[src/rtl/pgwr_pkg.sv]
package pgwr_pkg;

    localparam int BYTE_W = 8;

    typedef logic [BYTE_W-1:0] byte_t;

    // Write cycle sequencer states
    typedef enum logic {
        CY_IDLE = 1'b0,
        CY_RUN  = 1'b1
    } cyc_state_e;

    // Per-clock control to the page latch
    typedef struct packed {
        logic load;   // new command: take start address, empty the latch
        logic drop;   // discard buffered positions
        logic wr;     // store one data byte
    } lat_ctl_t;

    // Next in-page offset: wraps inside the page
    function automatic logic [5:0] wrap_inc6(input logic [5:0] off);
        return off + 6'd1;
    endfunction

endpackage

[src/rtl/pgwr_latch.sv]
module pgwr_latch
    import pgwr_pkg::*;
#(
    parameter int ADDR_W = 14,
    parameter int PAGE_W = 6
) (
    input  logic              clk,
    input  logic              rst,
    input  lat_ctl_t          ctl,
    input  logic [ADDR_W-1:0] load_addr,
    input  byte_t             wr_data,
    input  logic [PAGE_W-1:0] rd_idx,
    output logic [ADDR_W-1:0] ptr,
    output logic [(1<<PAGE_W)-1:0] mask,
    output byte_t             rd_data
);
    localparam int PAGE = 1 << PAGE_W;

    byte_t             pg_q [PAGE];
    logic [PAGE-1:0]   mask_q;
    logic [ADDR_W-1:0] ptr_q;
    logic [PAGE_W-1:0] off;

    assign off = ptr_q[PAGE_W-1:0];

    // Address pointer: only the in-page offset advances
    always_ff @(posedge clk) begin
        if (rst) begin
            ptr_q <= '0;
        end else if (ctl.load) begin
            ptr_q <= load_addr;
        end else if (ctl.wr) begin
            ptr_q[PAGE_W-1:0] <= off + PAGE_W'(1);
        end
    end

    // Valid mask of positions holding new data
    always_ff @(posedge clk) begin
        if (rst) begin
            mask_q <= '0;
        end else if (ctl.load || ctl.drop) begin
            mask_q <= '0;
        end else if (ctl.wr) begin
            mask_q[off] <= 1'b1;
        end
    end

    // Byte storage, one entry per page position
    always_ff @(posedge clk) begin
        if (ctl.wr && !ctl.load) begin
            pg_q[off] <= wr_data;
        end
    end

    assign ptr     = ptr_q;
    assign mask    = mask_q;
    assign rd_data = pg_q[rd_idx];

    // a stored byte moves only the offset, by one, within the page
    a_r2_offset_step: assert property (@(posedge clk) disable iff (rst)
        (ctl.wr && !ctl.load) |=> (ptr[PAGE_W-1:0] == $past(ptr[PAGE_W-1:0]) + PAGE_W'(1)));
    a_r2_page_kept: assert property (@(posedge clk) disable iff (rst)
        (ctl.wr && !ctl.load) |=> $stable(ptr[ADDR_W-1:PAGE_W]));

endmodule

[src/rtl/pgwr_timer.sv]
module pgwr_timer
    import pgwr_pkg::*;
#(
    parameter int PAGE_W     = 6,
    parameter int CYCLE_CLKS = 625000
) (
    input  logic              clk,
    input  logic              rst,
    input  logic              go,
    output logic              busy,
    output logic              scan_act,
    output logic [PAGE_W-1:0] scan_idx,
    output logic              last
);
    localparam int PAGE  = 1 << PAGE_W;
    localparam int CNT_W = $clog2(CYCLE_CLKS);

    generate
        if (CYCLE_CLKS < PAGE) begin : g_len_check
            $error("CYCLE_CLKS must cover one full page scan");
        end
    endgenerate

    cyc_state_e       st_q;
    logic [CNT_W-1:0] cnt_q;

    assign busy     = (st_q == CY_RUN);
    assign last     = busy && (cnt_q == CNT_W'(CYCLE_CLKS - 1));
    assign scan_act = busy && ({1'b0, cnt_q} < (CNT_W+1)'(PAGE));
    assign scan_idx = cnt_q[PAGE_W-1:0];

    always_ff @(posedge clk) begin
        if (rst) begin
            st_q  <= CY_IDLE;
            cnt_q <= '0;
        end else begin
            case (st_q)
                CY_IDLE: begin
                    if (go) begin
                        st_q  <= CY_RUN;
                        cnt_q <= '0;
                    end
                end
                CY_RUN: begin
                    if (last) begin
                        st_q <= CY_IDLE;
                    end else begin
                        cnt_q <= cnt_q + CNT_W'(1);
                    end
                end
                default: st_q <= CY_IDLE;
            endcase
        end
    end

    // cycle starts the clock after go and holds until its last clock
    a_r5_go_starts: assert property (@(posedge clk) disable iff (rst)
        go |=> busy);
    a_r5_hold: assert property (@(posedge clk) disable iff (rst)
        (busy && !last) |=> busy);
    a_r5_release: assert property (@(posedge clk) disable iff (rst)
        last |=> !busy);

endmodule

[src/rtl/pgwr_commit.sv]
module pgwr_commit
    import pgwr_pkg::*;
#(
    parameter int ADDR_W     = 14,
    parameter int PAGE_W     = 6,
    parameter int CYCLE_CLKS = 625000
) (
    input  logic              clk,
    input  logic              rst,
    input  logic              cmd_start,
    input  logic [ADDR_W-1:0] cmd_addr,
    input  logic              byte_vld,
    input  logic [7:0]        byte_data,
    input  logic              stop_evt,
    input  logic              abort_evt,
    input  logic              wp_in,
    output logic              busy,
    output logic [ADDR_W-1:0] ptr_addr,
    output logic              arr_we,
    output logic [ADDR_W-1:0] arr_addr,
    output logic [7:0]        arr_wdata
);
    localparam int PAGE = 1 << PAGE_W;

    lat_ctl_t          ctl;
    logic [PAGE-1:0]   mask;
    logic [PAGE_W-1:0] scan_idx;
    logic              scan_act;
    logic              t_last;
    byte_t             rd_data;
    logic              accept, ld, ab, wr, stp, pend, go, reject;

    // Command traffic is taken only outside a write cycle
    assign accept = !busy;
    assign ld     = cmd_start & accept;
    assign ab     = abort_evt & accept & !ld;
    assign wr     = byte_vld  & accept & !ld & !ab;
    assign stp    = stop_evt  & accept & !ld & !ab;
    assign pend   = (|mask) | wr;          // includes a byte arriving with the Stop
    assign go     = stp & pend & !wp_in;   // protect level sampled here only
    assign reject = stp & !go;

    assign ctl.load = ld;
    assign ctl.wr   = wr;
    assign ctl.drop = ab | reject | t_last;

    pgwr_latch #(
        .ADDR_W (ADDR_W),
        .PAGE_W (PAGE_W)
    ) u_latch (
        .clk       (clk),
        .rst       (rst),
        .ctl       (ctl),
        .load_addr (cmd_addr),
        .wr_data   (byte_data),
        .rd_idx    (scan_idx),
        .ptr       (ptr_addr),
        .mask      (mask),
        .rd_data   (rd_data)
    );

    pgwr_timer #(
        .PAGE_W     (PAGE_W),
        .CYCLE_CLKS (CYCLE_CLKS)
    ) u_timer (
        .clk      (clk),
        .rst      (rst),
        .go       (go),
        .busy     (busy),
        .scan_act (scan_act),
        .scan_idx (scan_idx),
        .last     (t_last)
    );

    assign arr_we    = scan_act & mask[scan_idx];
    assign arr_addr  = {ptr_addr[ADDR_W-1:PAGE_W], scan_idx};
    assign arr_wdata = rd_data;

    // the array is touched only inside a write cycle
    a_r4_we_in_cycle: assert property (@(posedge clk) disable iff (rst)
        arr_we |-> busy);
    // pointer frozen while the cycle runs
    a_r8_ptr_frozen: assert property (@(posedge clk) disable iff (rst)
        busy |=> $stable(ptr_addr));
    // protected Stop leaves the block idle
    a_r6_wp_blocks: assert property (@(posedge clk) disable iff (rst)
        (stop_evt && wp_in && !busy) |=> !busy);
    // Stop with nothing buffered starts no cycle
    a_r9_empty_stop: assert property (@(posedge clk) disable iff (rst)
        (stop_evt && !busy && !byte_vld && (mask == '0)) |=> !busy);

endmodule

[config.mk]
export PLATFORM = sky130hd
export DESIGN_NAME = pgwr_commit
export DESIGN_NICKNAME = d
export VERILOG_FILES = /design/src/rtl/pgwr_pkg.sv /design/src/rtl/pgwr_latch.sv /design/src/rtl/pgwr_timer.sv /design/src/rtl/pgwr_commit.sv
export SDC_FILE = /design/constraint.sdc
export NUM_CORES = 1
export LEC_CHECK = 0
export ABC_AREA = 1
export CAP_MARGIN = 15
export CORE_MARGIN = 5
export CORE_UTILIZATION = 35
export CTS_CLUSTER_DIAMETER = 200
export DETAILED_ROUTE_END_ITERATION = 6
export GPL_TIMING_DRIVEN = 0
export SYNTH_ARGS = -nofsm -noshare
export SYNTH_HDL_FRONTEND = slang
export SYNTH_SLANG_ARGS = --single-unit
[constraint.sdc]
create_clock -name clk -period 3.61 [get_ports clk]
set_clock_uncertainty 0.15 [all_clocks]
set_input_delay 0.722 -clock clk [delete_from_list [all_inputs] [get_ports clk]]
set_output_delay 0.722 -clock clk [all_outputs]
set_load 0.005 [all_outputs]
# == Word-level counts from Yosys, hierarchy flattened ==
# Memory sizes are Yosys's and may differ from the RTL's. A register that Yosys moved wholly into a read port is not among the register bits.
# Cells that the tools add are included.
# word_totals
register_bits,99
latchBits,0
mem_bits_ro,0
inputBits,29
n_memories,1
mem_bits_rw,512
# mem_list
name,words,width,read_ports,rd_clocked_by_memory_dff,write_ports,line_no,source
u_latch.pg_q,64,8,1,1,1,pgwr_latch.sv:19,byte_t pg_q [PAGE];
# op_classes
multipliers,0
div_mod_pow,0
shifts,0
bitwise_logic,18
reduce_logical,14
order_cmp,4
n_addsub,2
mux,16
n_eq_ne,3
# ops
operator,count
$or A64 B64 Y64,1
$reduce_or A64 Y1,1
$mux W20,2
$pmux W20 S2,1
$mux W6,4
$add A20 B1 Y20 const B,1
$eq A20 B20 Y1 const B,1
$lt A20 B7 Y1 const B,1
$lt A6 B7 Y1 const B,2
$and A1 B1 Y1,13
$add A6 B1 Y6 const B,1
$bmux W1 S6,1
$demux W1 S6,1
$ge A6 B1 Y1 const B,1
$mux W1,6
$logic_not A1 Y1,5
$logic_and A1 B1 Y1,4
$ne A2 B2 Y1 const B,2
$or A1 B1 Y1,3
$pmux W1 S2,1
$reduce_and A2 Y1,1
$reduce_bool A2 Y1,1
$reduce_or A2 Y1,1
$logic_or A1 B1 Y1,1
$not A1 Y1,1

# == Longest topological paths before layout ==
# Gate-level depths: netlist (run 1).
# logic_depth
depth_word,15
mapped_depth,12

# == Modules after synthesis ==
# A second synthesis (run 1) with hierarchy kept.
# unflattened
cells_unflattened,2612
hier_area_um2,26311.5
# modules_own_cells
module,area_each_um2,instances,cells_each
pgwr_latch,23725.3,1,2149
pgwr_timer,1555.2,1,246
pgwr_commit,1031.0,1,217

# == Worst setup path before layout (run 1) ==
# Ideal clock, no wire load.
# synth_timing
path_type,in2reg
from,input port cmd_start
to,memory u_latch.pg_q[7][0] (netlist name) (enable)
path_buffers,1
setup_time_ns,0.398
t_arrival_ns,2.210
stages,4
path_slack_ns,0.852
required_ns,3.062
path_cell_list,nor2_1 -> nand3_4 -> buf_1 -> nor4_1
# synth_between
elab_chain_cells,8
elab_cells_between_ends,9
# synth_lines
item,line_no,source
"start, declared",pgwr_commit.sv:10,"input logic cmd_start,"
$and A1 B1 Y1 *,pgwr_commit.sv:35,assign ld = cmd_start & accept;
$logic_not A1 Y1 *,"pgwr_latch.sv:50, pgwr_commit.sv:36, pgwr_commit.sv:37",
$and A1 B1 Y1,pgwr_commit.sv:36,assign ab = abort_evt & accept & !ld;
$logic_not A1 Y1,pgwr_commit.sv:37,assign wr = byte_vld & accept & !ld & !ab;
$and A1 B1 Y1,pgwr_commit.sv:37,
$logic_and A1 B1 Y1 *,pgwr_latch.sv:50,if (ctl.wr && !ctl.load) begin
$mux W1 *,pgwr_latch.sv:50,
$mux W1 (not written as such) *,pgwr_latch.sv:51,pg_q[off] <= wr_data;
"end, declared",pgwr_latch.sv:19,
# Mark *: on every way between the ends. The rest lies on a longest branch, timed or not.

==> impl_metrics.csv, run 1 <==
group,metric,value,unit
run_status,status,"completed",
routing,final_antenna_net_count,0,
routing,vias,19757,
cts,hold_buffers,0,
timing,worst_pin_slew,1.27,ns
timing,layout_setup_ws,0.0405,ns
global_routing,top_usage_layer,"met2",
cts,cts_buffers,61,
global_routing,grt_remaining_overflow,0,
routing,initialDrtViolationCount,2436,
synth,synth_seq_cells,617,
floorplanning,io_pins,67,
synth,netlist.area_leader.share,59.5,%
timing,finalSetupViolCount,0,
setup_path,cp-start-kind,"register",
setup_path,r2r_end,"u_latch.pg_q[45][1]",
setup_path,cp.arrival,2.70,ns
synth,async_flop_share,0,%
timing,hold_viol,0,
routing,remaining_drc_errors,0,
hold_path,min_from,"byte_data[0]",
synth,ys.flop_type,"edfxtp_1",
power,p_per_area,472,mW/mm2
power,p_leak,11.2,nW
layout,num_antenna_cells,0,
setup_path,endpoint_kind,"output port",
timing,post-route-min-period,3.57,ns
layout,fin_nets,2758,
cts,cts_buffer_depth,3,
routing,routed_wl,83.8,mm
routing,via_per_inst,5.29,
global_routing,track_usage,20.7,%
synth,synth_edf_count,512,
synth,synth.most_common_cell,"nand2_1",
placed_design,place_hpwl,59.3,mm
synth,syn_inst,2548,
global_routing,grt_max_degree,58,
cts,cts_tree,"done",
cts,clk_latency,0.64,ns
timing,min_period_over_period,98.9,%
floorplanning,die_x,282,um
setup_path,worstPathRequired,2.74,ns
floorplanning,core_area,0.0731,mm2
placed_design,gp_congestion,0.923,
timing,drv_slew,0,
timing,tns,0,ns
setup_path,rr_worst_depth,6,
power,vdd_drop_max,0.318,mV
synth,synth_common_cells,"712 x nand2_1, 512 x edfxtp_1, 457 x nand3_1",
hold_path,hold_class,"in -> reg",
power,power,14.7,mW
synth,synth.largest_area_cell,"edfxtp_1",
layout,area_delta_synth_final,20.7,%
floorplanning,die-height,282,um
placed_design,placement.io_buffers,66,
setup_path,crit_type,"reg -> out",
floorplanning,start_util,35.4,%
hold_path,min_to,"u_latch.pg_q[61][0]",
global_routing,gr-usage-met2,32.2,%
global_routing,grt_pass1_wl,123,mm
cts,htreeDepth,2,
synth,synth_cell_type_count,35,
synth,synth_area_per_cell,10.1,um2
synth,synth_warnings,0,
cts,root_buffer,"clkbuf_16",
setup_path,reg2reg_from,"u_timer.busy",
setup_path,cp_max_fo,10,
global_routing,met3_usage,3.59,%
routing,wl_per_cell,22.4,um
timing,fmax,0.280,GHz
global_routing,grt_antenna_before_repair,2,
hold_path,hold-path-cell-count,1,
setup_path,r2r_setup_slack,0.46,ns
floorplanning,die-area,0.0794,mm2
global_routing,grt_util_met1,29.3,%
layout,layout-drive-gt1-share,13.1,%
synth,ys_seq_area_share,67.6,%
timing,relSlewSlack,15.4,%
placed_design,post-place-ws,-0.852,ns
floorplanning,std_cell_rows,99,
cts,path_clk_slew,0.07,ns
cts,cts.sinks,617,
synth,syn-cell-area,0.0258,mm2
synth,synth_area_leaders,"edfxtp_1 60%, nand2_1 10%, nand3_1 8.9%, dfxtp_1 8.1%, nor2_1 4.4%",
routing,dr.pass1.iters,6,
synth,synth_nets,2579,
global_routing,first_global_vias,18359,
run,max-cap-violations,0,
per-stage QoR:
step           hold WS [ns]  area [um2]  instances  util [%]
2_1_floorplan         0.305       25800       2548         -
3_3_place_gp          0.314       27700       3573      37.9
3_5_place_dp          0.330       28100       3606      38.4
4_1_cts               0.255       31000       3728      42.4
5_1_grt               0.279       31200       3738      42.7
6_report              0.278       31200       3738      42.7
worst max-delay path, stage by stage (launching register included):
cell	delay, ns
dfxtp_4	0.38
inv_4	0.12
buf_6	0.18
buf_4	0.23
nand2_1	0.08
nand3_1	0.07
nand3_1	0.12
a21oi_2	0.22
o21ai_1	0.15
o21ai_2	0.30
buf_2	0.19
worst max-delay path by stage:
stage,from,end,slack [ns],depth (start not counted)
floorplan,cmd_start,u_latch.pg_q[7][0],0.85,4
global placement,cmd_start,u_latch.pg_q[7][4],-1.27,5
detailed placement,register,arr_wdata[0],-0.85,9
CTS,register,arr_wdata[0],-0.05,10
global route,register,arr_wdata[1],-0.005,11
finish,register,arr_wdata[1],0.04,10
power breakdown:
| part | internal, mW | switching (mW) |
|---|---|---|
| Clock | 3.76 | 2.79 |
| Sequential | 7.72 | 0.0175 |
| Combinational | 0.147 | 0.286 |
cells by family (layout without fill, tap and decap cells):
group | after synthesis | count (layout) | share of synthesized area (%)
compound gates | 151 | 151 | 3.13
xor+xnor | 3 | 3 | 0.102
fa+ha+maj | 2 | 2 | 0.0968
buf+inv | 251 | 482 | 4.22
flops | 617 | 617 | 67.6
simple gates | 1524 | 1524 | 24.8
registers in the layout, summed over array words and instances, names as in the netlist, named ones only:
register,count
u_timer.cnt_q,20
u_latch.ptr,14
u_latch.pg_q,512
u_latch.mask,64
u_timer.busy,1
routing by layer:
layer | up-vias | routed length (um)
met5 | - | 13
met4 | 2 | 3330
met3 | 165 | 7860
met2 | 960 | 37500
met1 | 9543 | 35100
li1 | 9087 | -
repair_timing:
| item | 4_1_cts | 5_1_grt |
|---|---|---|
| resized for setup | 290 | 49 |
| pin swaps | 20 | 16 |
| gates cloned | 2 | 0 |
| endpoints found under the setup margin | 9 | 9 |
| setup buffers | 6 | 0 |
cell type report:
class                      instances  area (um2)
buffer                           153        1420
clock buffer                      78        1660
clock inverter                    37         390
fill                            6993       41900
inverter                          97         375
multi-input combinational       1680        7470
sequential                       617       17500
tap                              959        1200
timing repair buffer             117        1180
layout by cell type (no fill, tap or decap), drive strengths merged, types with 7 or more instances in the layout:
cell	instances
edfxtp	512
nand4	19
nor3	21
buf	138
inv	96
clkinv	27
o22ai	8
clkbuf	156
o211ai	8
o21ai	64
nor2	303
nand2	713
a21oi	66
dfxtp	105
clkdlybuf4s50	49
bufinv	7
nand3	458
No activity file was read; power rests on OpenSTA's default activity.
==> run 2, diff against run 1 <==
CAP_MARGIN = 20   (was 15)
CORE_UTILIZATION = 62   (was 35)
PLACE_DENSITY = 0.8   (was default)
==> run 2 against run 1 <==
Sequential power is essentially flat. Critical path depth grew 1. Fmax shrank 2.3%. Non-clock buffer count shrank 1. Clock-buffer cell count shrank 1. Combinational power grew 3%. The flow now finishes with violations (setup timing). Utilization grew 32 points.
==> impl_metrics.csv, run 2 (synthesis gave the netlist of run 1 again) <==
group,metric,value,unit
hold_path,hold_class,"in -> reg",
timing,post-route-min-period,3.65,ns
cts,cts_buffers,59,
routing,routed_wl,84.2,mm
placed_design,place_hpwl,58.9,mm
routing,dr.pass1.iters,6,
setup_path,path_cells,"buf_8 > inv_4 > clkbuf_4 > nand3_1 > nand3_1 > nand2_1 > nand2_1 > nand2_1 > o21ai_0 > o21ai_2 > dlygate4sd2_1",
floorplanning,io_pins,67,
cts,htreeDepth,2,
setup_path,worstPathRequired,2.74,ns
setup_path,rr_worst_depth,6,
layout,instances_no_fill,3304,
global_routing,met3_usage,8.16,%
floorplanning,die-height,214,um
placed_design,dp_cells,3177,
global_routing,grt_util_met1,45.6,%
timing,relSlewSlack,17.4,%
floorplanning,std_cell_rows,74,
setup_path,critPathTopFamily,"buffers and inverters",
timing,hold_viol,0,
global_routing,gr-usage-met2,57.0,%
setup_path,cp_slowest_stage_delay,0.37,ns
layout,area_delta_synth_final,18.5,%
power,vdd_drop_max,0.370,mV
cts,root_buffer,"clkbuf_16",
cts,cts_tree,"done",
power,p_per_area,468,mW/mm2
routing,vias,20761,
setup_path,endpoint_kind,"output port",
setup_path,cp.arrival,2.78,ns
routing,via_per_inst,6.28,
run,max-cap-violations,0,
run_status,violations,"setup timing",
setup_path,cp_common_cell,"nand2_1",
placed_design,placement.io_buffers,66,
global_routing,grt_pass1_wl,122,mm
timing,drv_slew,0,
global_routing,top_usage_layer,"met2",
routing,wl_per_cell,25.5,um
floorplanning,die-area,0.0459,mm2
layout,fin_nets,2755,
setup_path,path_buf_inv,4,
run_status,status,"finished with violations",
floorplanning,die_x,214,um
cts,cts.sinks,617,
floorplanning,start_util,63.0,%
layout,final_common_cell,"nand2_1",
timing,worst_pin_slew,1.23,ns
cts,cts_buffer_depth,3,
global_routing,grt_remaining_overflow,0,
routing,initialDrtViolationCount,3077,
setup_path,crit_type,"reg -> out",
timing,finalSetupViolCount,1,
routing,remaining_drc_errors,0,
floorplanning,core_area,0.0410,mm2
layout,final_cell_mix,"695 x nand2_1, 512 x edfxtp_1, 446 x nand3_1, 298 x nor2_1, 102 x dfxtp_1",
global_routing,grt_max_degree,56,
setup_path,cp_max_fo,10,
placed_design,gp_congestion,0.979,
timing,min_period_over_period,101,%
global_routing,track_usage,35.6,%
global_routing,grt_antenna_before_repair,1,
layout,largest_reg_flops,512,
setup_path,critical_path_depth,11,
cts,clk_latency,0.62,ns
global_routing,first_global_vias,19737,
timing,fmax,0.274,GHz
setup_path,cp_slowest_cell,"dfxtp_4",
timing,rsz0062_at_grt,"yes",
layout,layout-drive-gt1-share,12.8,%
timing,layout_setup_ws,-0.0417,ns
hold_path,hold-path-cell-count,1,
cts,path_clk_slew,0.07,ns
power,p_leak,11.2,nW
layout,largest_register,"u_latch.pg_q",
layout,num_antenna_cells,0,
placed_design,post-place-ws,-0.581,ns
layout,fillers,2665,
routing,final_antenna_net_count,0,
setup_path,cp-start-kind,"register",
[run 2: final timing paths]
path                                       start                   to  slack, ns
worst max register to register      u_timer.busy  u_latch.pg_q[22][0]       0.54
worst min-delay path                byte_data[1]  u_latch.pg_q[39][1]       0.29
worst max-delay path                    register         arr_wdata[1]      -0.04
worst min register to register  u_latch.mask[42]     u_latch.mask[42]       0.35
[run 2: final cells by class]
type / instances / area, um2 / area share, %
tap: 532 / 666 / 2.17
timing repair buffer: 116 / 1250 / 4.09
sequential: 617 / 17500 / 57.1
buffer: 153 / 1480 / 4.82
clock buffer: 77 / 1620 / 5.27
inverter: 97 / 377 / 1.23
multi-input combinational: 1680 / 7460 / 24.4
clock inverter: 32 / 297 / 0.968
[run 2: what timing repair did]
action                                  in CTS  in global routing
setup buffers                                3                  0
endpoints found under the setup margin       9                  9
hold buffers                                 0                  0
gates cloned                                 1                  3
pin swaps                                   17                  9
resized for setup                          297                 37
[run 2: where the power goes]
part / internal [mW] / switching (mW) / leakage, nW
logic: 0.150 / 0.295 / 4.79
clock network: 3.45 / 2.72 / 0.936
registers: 7.72 / 0.0180 / 5.45
total: 11.3 / 3.03 / 11.2
[run 2: worst register-to-register path, stage by stage (launching register included)]
cell and delay [ns]:
dfxtp_1 0.31, buf_4 0.17, inv_4 0.13, nand3_4 0.17
inv_1 0.28, nand4_1 0.44, nor2_1 1.02
[run 2: per-stage QoR]
| step | hold WS, ns | instance area, um2 | TNS, ns | power (mW) | util [%] |
|---|---|---|---|---|---|
| 2_1_floorplan | 0.305 | 25800 | 0 | 8.03 | - |
| 3_3_place_gp | 0.312 | 27200 | -75.37 | 8.28 | 66.2 |
| 3_5_place_dp | 0.328 | 27600 | -39.54 | 8.30 | 67.2 |
| 4_1_cts | 0.281 | 30400 | -0.308 | 14.3 | 74.0 |
| 5_1_grt | 0.309 | 30600 | -0.131 | 14.7 | 74.7 |
| 6_report | 0.288 | 30600 | -0.0417 | 14.3 | 74.7 |
[run 2: layer usage]
metal / up-vias / share of wire [%] / wire (um)
li1: 9085 / - / -
met1: 9785 / 34 / 28800
met2: 1553 / 46 / 38900
met3: 338 / 13 / 11100
met4: 0 / 6.3 / 5320
met5: - / 0 / 0
